**config.mk**
```make
export PLATFORM = sky130hd
export DESIGN_NAME = zhb_unit
export DESIGN_NICKNAME = d
export VERILOG_FILES = /design/src/rtl/zhb_pkg.sv /design/src/rtl/zhb_mask.sv /design/src/rtl/zhb_flags.sv /design/src/rtl/zhb_unit.sv
export SDC_FILE = /design/constraint.sdc
export NUM_CORES = 1
export LEC_CHECK = 0
export BUFFER_PORTS_ARGS = -buffer_cell sky130_fd_sc_hd__buf_2
export CORE_ASPECT_RATIO = 1.25
export CORE_MARGIN = 2
export CORE_UTILIZATION = 45
export CTS_CLUSTER_SIZE = 16
export DETAILED_ROUTE_END_ITERATION = 12
export GPL_TIMING_DRIVEN = 0
export PLACE_DENSITY = 0.81
export REMOVE_ABC_BUFFERS = 1
export SLEW_MARGIN = 20
export SYNTH_ARGS = -nofsm -noshare
export SYNTH_HDL_FRONTEND = slang
export SYNTH_SLANG_ARGS = --single-unit
```
**constraint.sdc**
```tcl
create_clock -name clk -period 1 [get_ports clk]
set_clock_uncertainty 0.05 [all_clocks]
set_input_delay 0.15 -clock clk [delete_from_list [all_inputs] [get_ports clk]]
set_output_delay 0.15 -clock clk [all_outputs]
set_load 0.01 [all_outputs]
```
**src/rtl/zhb_pkg.sv**
```systemverilog
package zhb_pkg;
  localparam int unsigned DATA_W   = 64;
  localparam int unsigned NARROW_W = 32;
  localparam int unsigned IDX_W    = 8;
  localparam int unsigned NFLAGS   = 4;

  // positions in the flag write-enable mask
  localparam int unsigned FL_CF = 0;
  localparam int unsigned FL_ZF = 1;
  localparam int unsigned FL_SF = 2;
  localparam int unsigned FL_OF = 3;

  typedef struct packed {
    logic of_f;
    logic sf_f;
    logic zf_f;
    logic cf_f;
  } zhb_flags_t;
endpackage

```
**src/rtl/zhb_mask.sv**
```systemverilog
module zhb_mask #(
  parameter int unsigned DATA_W   = zhb_pkg::DATA_W,
  parameter int unsigned NARROW_W = zhb_pkg::NARROW_W,
  parameter int unsigned IDX_W    = zhb_pkg::IDX_W
) (
  input  logic [DATA_W-1:0] src_i,
  input  logic [IDX_W-1:0]  pos_i,
  input  logic              wide_i,
  output logic [DATA_W-1:0] res_o,
  output logic              oor_o
);
  localparam int unsigned WID_W = $clog2(DATA_W + 1);
  localparam int unsigned CMP_W = ((IDX_W > WID_W) ? IDX_W : WID_W) + 1;

  logic [CMP_W-1:0]  width_c;
  logic [CMP_W-1:0]  pos_c;
  logic [CMP_W-1:0]  limit_c;
  logic [DATA_W-1:0] keep_c;

  always_comb begin
    width_c = wide_i ? CMP_W'(DATA_W) : CMP_W'(NARROW_W);
    pos_c   = CMP_W'(pos_i);
    oor_o   = (pos_c >= width_c);
    // keep bits below min(position, active width)
    limit_c = oor_o ? width_c : pos_c;
  end

  for (genvar b = 0; b < DATA_W; b++) begin : g_keep
    assign keep_c[b] = (CMP_W'(b) < limit_c);
  end

  assign res_o = src_i & keep_c;
endmodule

```
**src/rtl/zhb_flags.sv**
```systemverilog
module zhb_flags #(
  parameter int unsigned DATA_W   = zhb_pkg::DATA_W,
  parameter int unsigned NARROW_W = zhb_pkg::NARROW_W
) (
  input  logic [DATA_W-1:0]        res_i,
  input  logic                     wide_i,
  input  logic                     oor_i,
  output zhb_pkg::zhb_flags_t      flags_o
);
  always_comb begin
    flags_o.cf_f = oor_i;
    flags_o.zf_f = (res_i == '0);
    flags_o.sf_f = wide_i ? res_i[DATA_W-1] : res_i[NARROW_W-1];
    flags_o.of_f = 1'b0;
  end
endmodule

```
**src/rtl/zhb_unit.sv**
```systemverilog
module zhb_unit #(
  parameter int unsigned DATA_W   = zhb_pkg::DATA_W,
  parameter int unsigned NARROW_W = zhb_pkg::NARROW_W,
  parameter int unsigned IDX_W    = zhb_pkg::IDX_W
) (
  input  logic              clk,
  input  logic              rst_n,
  input  logic              in_valid_i,
  input  logic [DATA_W-1:0] src_i,
  input  logic [DATA_W-1:0] idx_i,
  input  logic              wide_req_i,
  input  logic              long_mode_i,
  input  logic              vlen_i,
  output logic              out_valid_o,
  output logic [DATA_W-1:0] result_o,
  output logic              cf_o,
  output logic              zf_o,
  output logic              sf_o,
  output logic              of_o,
  output logic [zhb_pkg::NFLAGS-1:0] flag_we_o,
  output logic              ud_o
);
  import zhb_pkg::*;

  logic              eff_wide_c;
  logic              load_c;
  logic              ud_c;
  logic [DATA_W-1:0] res_c;
  logic              oor_c;
  zhb_flags_t        flags_c;

  logic              valid_q, valid_d;
  logic              ud_q, ud_d;
  logic [DATA_W-1:0] res_q, res_d;
  zhb_flags_t        flags_q, flags_d;

  assign eff_wide_c = wide_req_i & long_mode_i;
  assign load_c     = in_valid_i & ~vlen_i;
  assign ud_c       = in_valid_i & vlen_i;

  zhb_mask #(
    .DATA_W(DATA_W), .NARROW_W(NARROW_W), .IDX_W(IDX_W)
  ) u_mask (
    .src_i (src_i),
    .pos_i (idx_i[IDX_W-1:0]),
    .wide_i(eff_wide_c),
    .res_o (res_c),
    .oor_o (oor_c)
  );

  zhb_flags #(
    .DATA_W(DATA_W), .NARROW_W(NARROW_W)
  ) u_flags (
    .res_i  (res_c),
    .wide_i (eff_wide_c),
    .oor_i  (oor_c),
    .flags_o(flags_c)
  );

  // next state
  always_comb begin
    valid_d = load_c;
    ud_d    = ud_c;
    res_d   = load_c ? res_c   : res_q;
    flags_d = load_c ? flags_c : flags_q;
  end

  // control registers
  always_ff @(posedge clk or negedge rst_n) begin
    if (!rst_n) begin
      valid_q <= 1'b0;
      ud_q    <= 1'b0;
      flags_q <= '0;
    end else begin
      valid_q <= valid_d;
      ud_q    <= ud_d;
      flags_q <= flags_d;
    end
  end

  // datapath register, enabled only on a legal request
  always_ff @(posedge clk) begin
    if (load_c) begin
      res_q <= res_d;
    end
  end

  assign out_valid_o = valid_q;
  assign ud_o        = ud_q;
  assign result_o    = res_q;
  assign cf_o        = flags_q.cf_f;
  assign zf_o        = flags_q.zf_f;
  assign sf_o        = flags_q.sf_f;
  assign of_o        = flags_q.of_f;
  assign flag_we_o   = {NFLAGS{valid_q}};
endmodule

```
==> run summary <==
==================================================================================
Final Net Count .....................................................          710
CTS tree ............................................................        built
Detailed-route wire length ..........................................      19.4 mm
Failing checks ...................................................... setup timing
Max Slew Vio Count ..................................................            0
Synth Instances .....................................................          329
Remaining number of nets flagged by the antenna check after routing .            0
Height of the die ...................................................       105 um
Number of register bits inferred by synthesis .......................           69
Final worst-path setup slack ........................................     -2.02 ns
Clk pin slew, worst setup/hold paths ................................      0.09 ns
Detailed router's first-iteration violation count ...................          692
TritonCTS Sinks .....................................................           69
Post-DP HPWL ........................................................      8.76 mm
Type of the worst setup path ........................................       in2reg
Met1 Use GR .........................................................        39.0%
Residual DRC ........................................................            0
Maximum number of pins on one net before global-route repair ........           36
Routability-driven placement congestion ratio .......................        0.994
Outcome ............................................................. finished with violations
X dimension of the die ..............................................      85.1 um
Share of cells above drive strength 1 ...............................        65.5%
Total GRT Usage .....................................................        32.7%
Final clock period utilization by the worst path ....................         302%
Drt via density .....................................................         6.73
Effective utilization at floorplan ..................................        45.7%
Total Power Consumption .............................................      8.47 mW
Final sum of negative setup slack ...................................    -60.21 ns
Synth cell types ....................................................           63
Maximum frequency from static timing analysis .......................      332 MHz
Primary flip-flop cell chosen by synthesis mapping ..................     edfxtp_1
RSZ-0062 raised after global routing ................................         true
Port Buf Inserts ....................................................          150
Clk_lat worst skew ..................................................      0.37 ns
Area added between synthesis and finish .............................        83.5%
Relative slew slack .................................................        35.2%
Layout Cells excl Fill ..............................................          676
Post-DP Area ........................................................   4460 sq um
Core area ...........................................................   8100 sq um
Wire length of the first global-routing pass ........................      22.1 mm
Routed len/inst .....................................................      28.7 um
Leading cell type in the layout, fill and taps excluded .............        buf_2
Worst hold margin ...................................................    0.0154 ns
Initial antenna violation count .....................................            0
Final design utilization ............................................        83.8%
Post-layout min period ..............................................      3.02 ns
Async set-or-reset flop fraction in the synthesized netlist .........        7.25%
Finished layout cell area ...........................................   6790 sq um
Number of fill cells ................................................          366
Maximum fanout along the worst path .................................            8
Reported leakage power ..............................................      2.81 nW
Proportion of synthesized chip area in sequential cells .............        55.3%
Busiest layer in global routing .....................................         met2
Number of clock buffers inserted by TritonCTS .......................            9
Number of failing setup endpoints in the final timing report ........          140
Power density over cell area ........................................ 1250 nW/um^2
Vias ................................................................        4,548
Sequential cell area ................................................   2050 sq um
Syn avg cell area ...................................................   11.2 sq um
Post-place setup slack ..............................................     -3.08 ns
Clk Tree Root Cell ..................................................     clkbuf_8
Met2 demand-to-capacity share in global routing .....................        53.5%
Number of placed instances, taps included ...........................          551
Number of warning messages in the yosys log .........................            0
WP data required ....................................................      1.26 ns
Number of diodes added for antenna fixing ...........................            0
Arrival time at the worst endpoint ..................................      3.28 ns
Total congestion overflow after global routing ......................            0
Post-Syn Area .......................................................   3700 sq um
Post-synth EDFFs ....................................................           64
Crit. End Element ...................................................     register
Vias in the first global route ......................................        4,051
Peak supply drop ....................................................    0.00112 V
# Max-Cap Violations ................................................            0
Final count of hold timing violations ...............................            0
Commonest cells after routing, fill and taps aside .................. buf_2, edfxtp_1, buf_6
Class of the worst hold path ........................................       in2reg
Boundary Pins .......................................................          208
H-Tree Level Count ..................................................            3
Nature of the critical path startpoint ..............................    input pin
Core Rows ...........................................................           37
First-pass iteration count of the detailed router ...................            6
CTS Buffer Depth ....................................................            2
Met3 routing resource usage after global routing ....................        6.89%
Worst Max-Slew Pin Slew .............................................     0.964 ns
Die area ............................................................   8970 sq um
Area used by multi-input combinational logic ........................   2310 sq um
==================================================================================
Yosys cell counts, types with 6 or more instances:
cell type  instances  area (sq um)
o21ai_0            7          35.0
and3_1            10          62.6
o31ai_1            6          45.0
nor4_1             8          50.1
inv_1             14          52.6
and2_1            12          75.1
o41ai_1            6          52.6
o21a_1            10          75.1
a31oi_1            7          43.8
nand2_1           24          90.1
nor3_1             7          35.0
nor2_1            20          75.1
edfxtp_1          64          1920
nand4_1            6          37.5
o211a_1            7          70.1
a21boi_0           9          67.6
clkbuf_1          12          45.0
a21oi_1           11          55.1
sequential cells by signal (all words and copies together), names as in the netlist:
name         cells
cf_o             1
out_valid_o      1
result_o        64
sf_o             1
ud_o             1
zf_o             1
power breakdown:
group / switching [mW] / total, mW / internal (mW)
clock network: 1.15 / 2.53 / 1.38
registers: 0.0648 / 3.46 / 3.39
logic: 1.32 / 2.48 / 1.16
total: 2.54 / 8.47 / 5.93
worst max-delay path: stages:
cell and delay (ns):
buf_8 0.13, ha_4 0.26, buf_6 0.12, nand2b_4 0.14, buf_6 0.14, nand3_4 0.08
buf_4 0.17, nor2_4 0.15, buf_4 0.14, buf_6 0.11, nand2_1 0.06, a2111oi_0 0.60
nor3b_1 0.46, o2111a_1 0.35, a32o_2 0.19
final timing paths:
check                      cells past startpoint  slack, ns            to      start
min in group asynchronous                      2       0.06          ud_o      rst_n
max                                           15      -2.02          zf_o   idx_i[6]
min                                            3       0.02  result_o[12]  src_i[12]
max in group asynchronous                      2       0.69   out_valid_o      rst_n
min reg2reg                                    3       0.56          sf_o       sf_o
max reg2reg                                    2       0.09          zf_o       zf_o
layer usage:
| layer | vias to the layer above | part of all wire [%] |
|---|---|---|
| met2 | 499 | 46 |
| met1 | 2122 | 32 |
| met5 | - | 0 |
| met3 | 164 | 12 |
| met4 | 0 | 9.7 |
| li1 | 1763 | - |
timing repair:
item                       in CTS  in global routing
gates cloned                    1                  0
buffers inserted               69                 47
pin swaps                      55                 68
hold buffers                    3                  0
setup endpoints to repair     175                175
resized for setup             180                 80
hold endpoints to repair        6                  0
cell type report:
class	count	area share, %
Clock buffer	10	1.88
Inverter	14	1.16
Multi-Input combinational cell	220	34.1
Tap cell	97	1.79
Timing Repair Buffer	259	29.7
Timing Repair inverter	1	0.129
Clock inverter	6	1.14
Sequential cell	69	30.2
cells by family after synthesis:
kind of cell | count (synthesis) | share of synthesized area (%)
other | 1 | 0.101
adders and majority gates | 2 | 0.676
buffers and inverters | 40 | 5.17
AOI/OAI and AO/OA | 91 | 19.0
and+or+nand+nor | 125 | 19.5
DFF | 69 | 55.3
muxes | 1 | 0.271
Power figures use the tool's default switching activity.
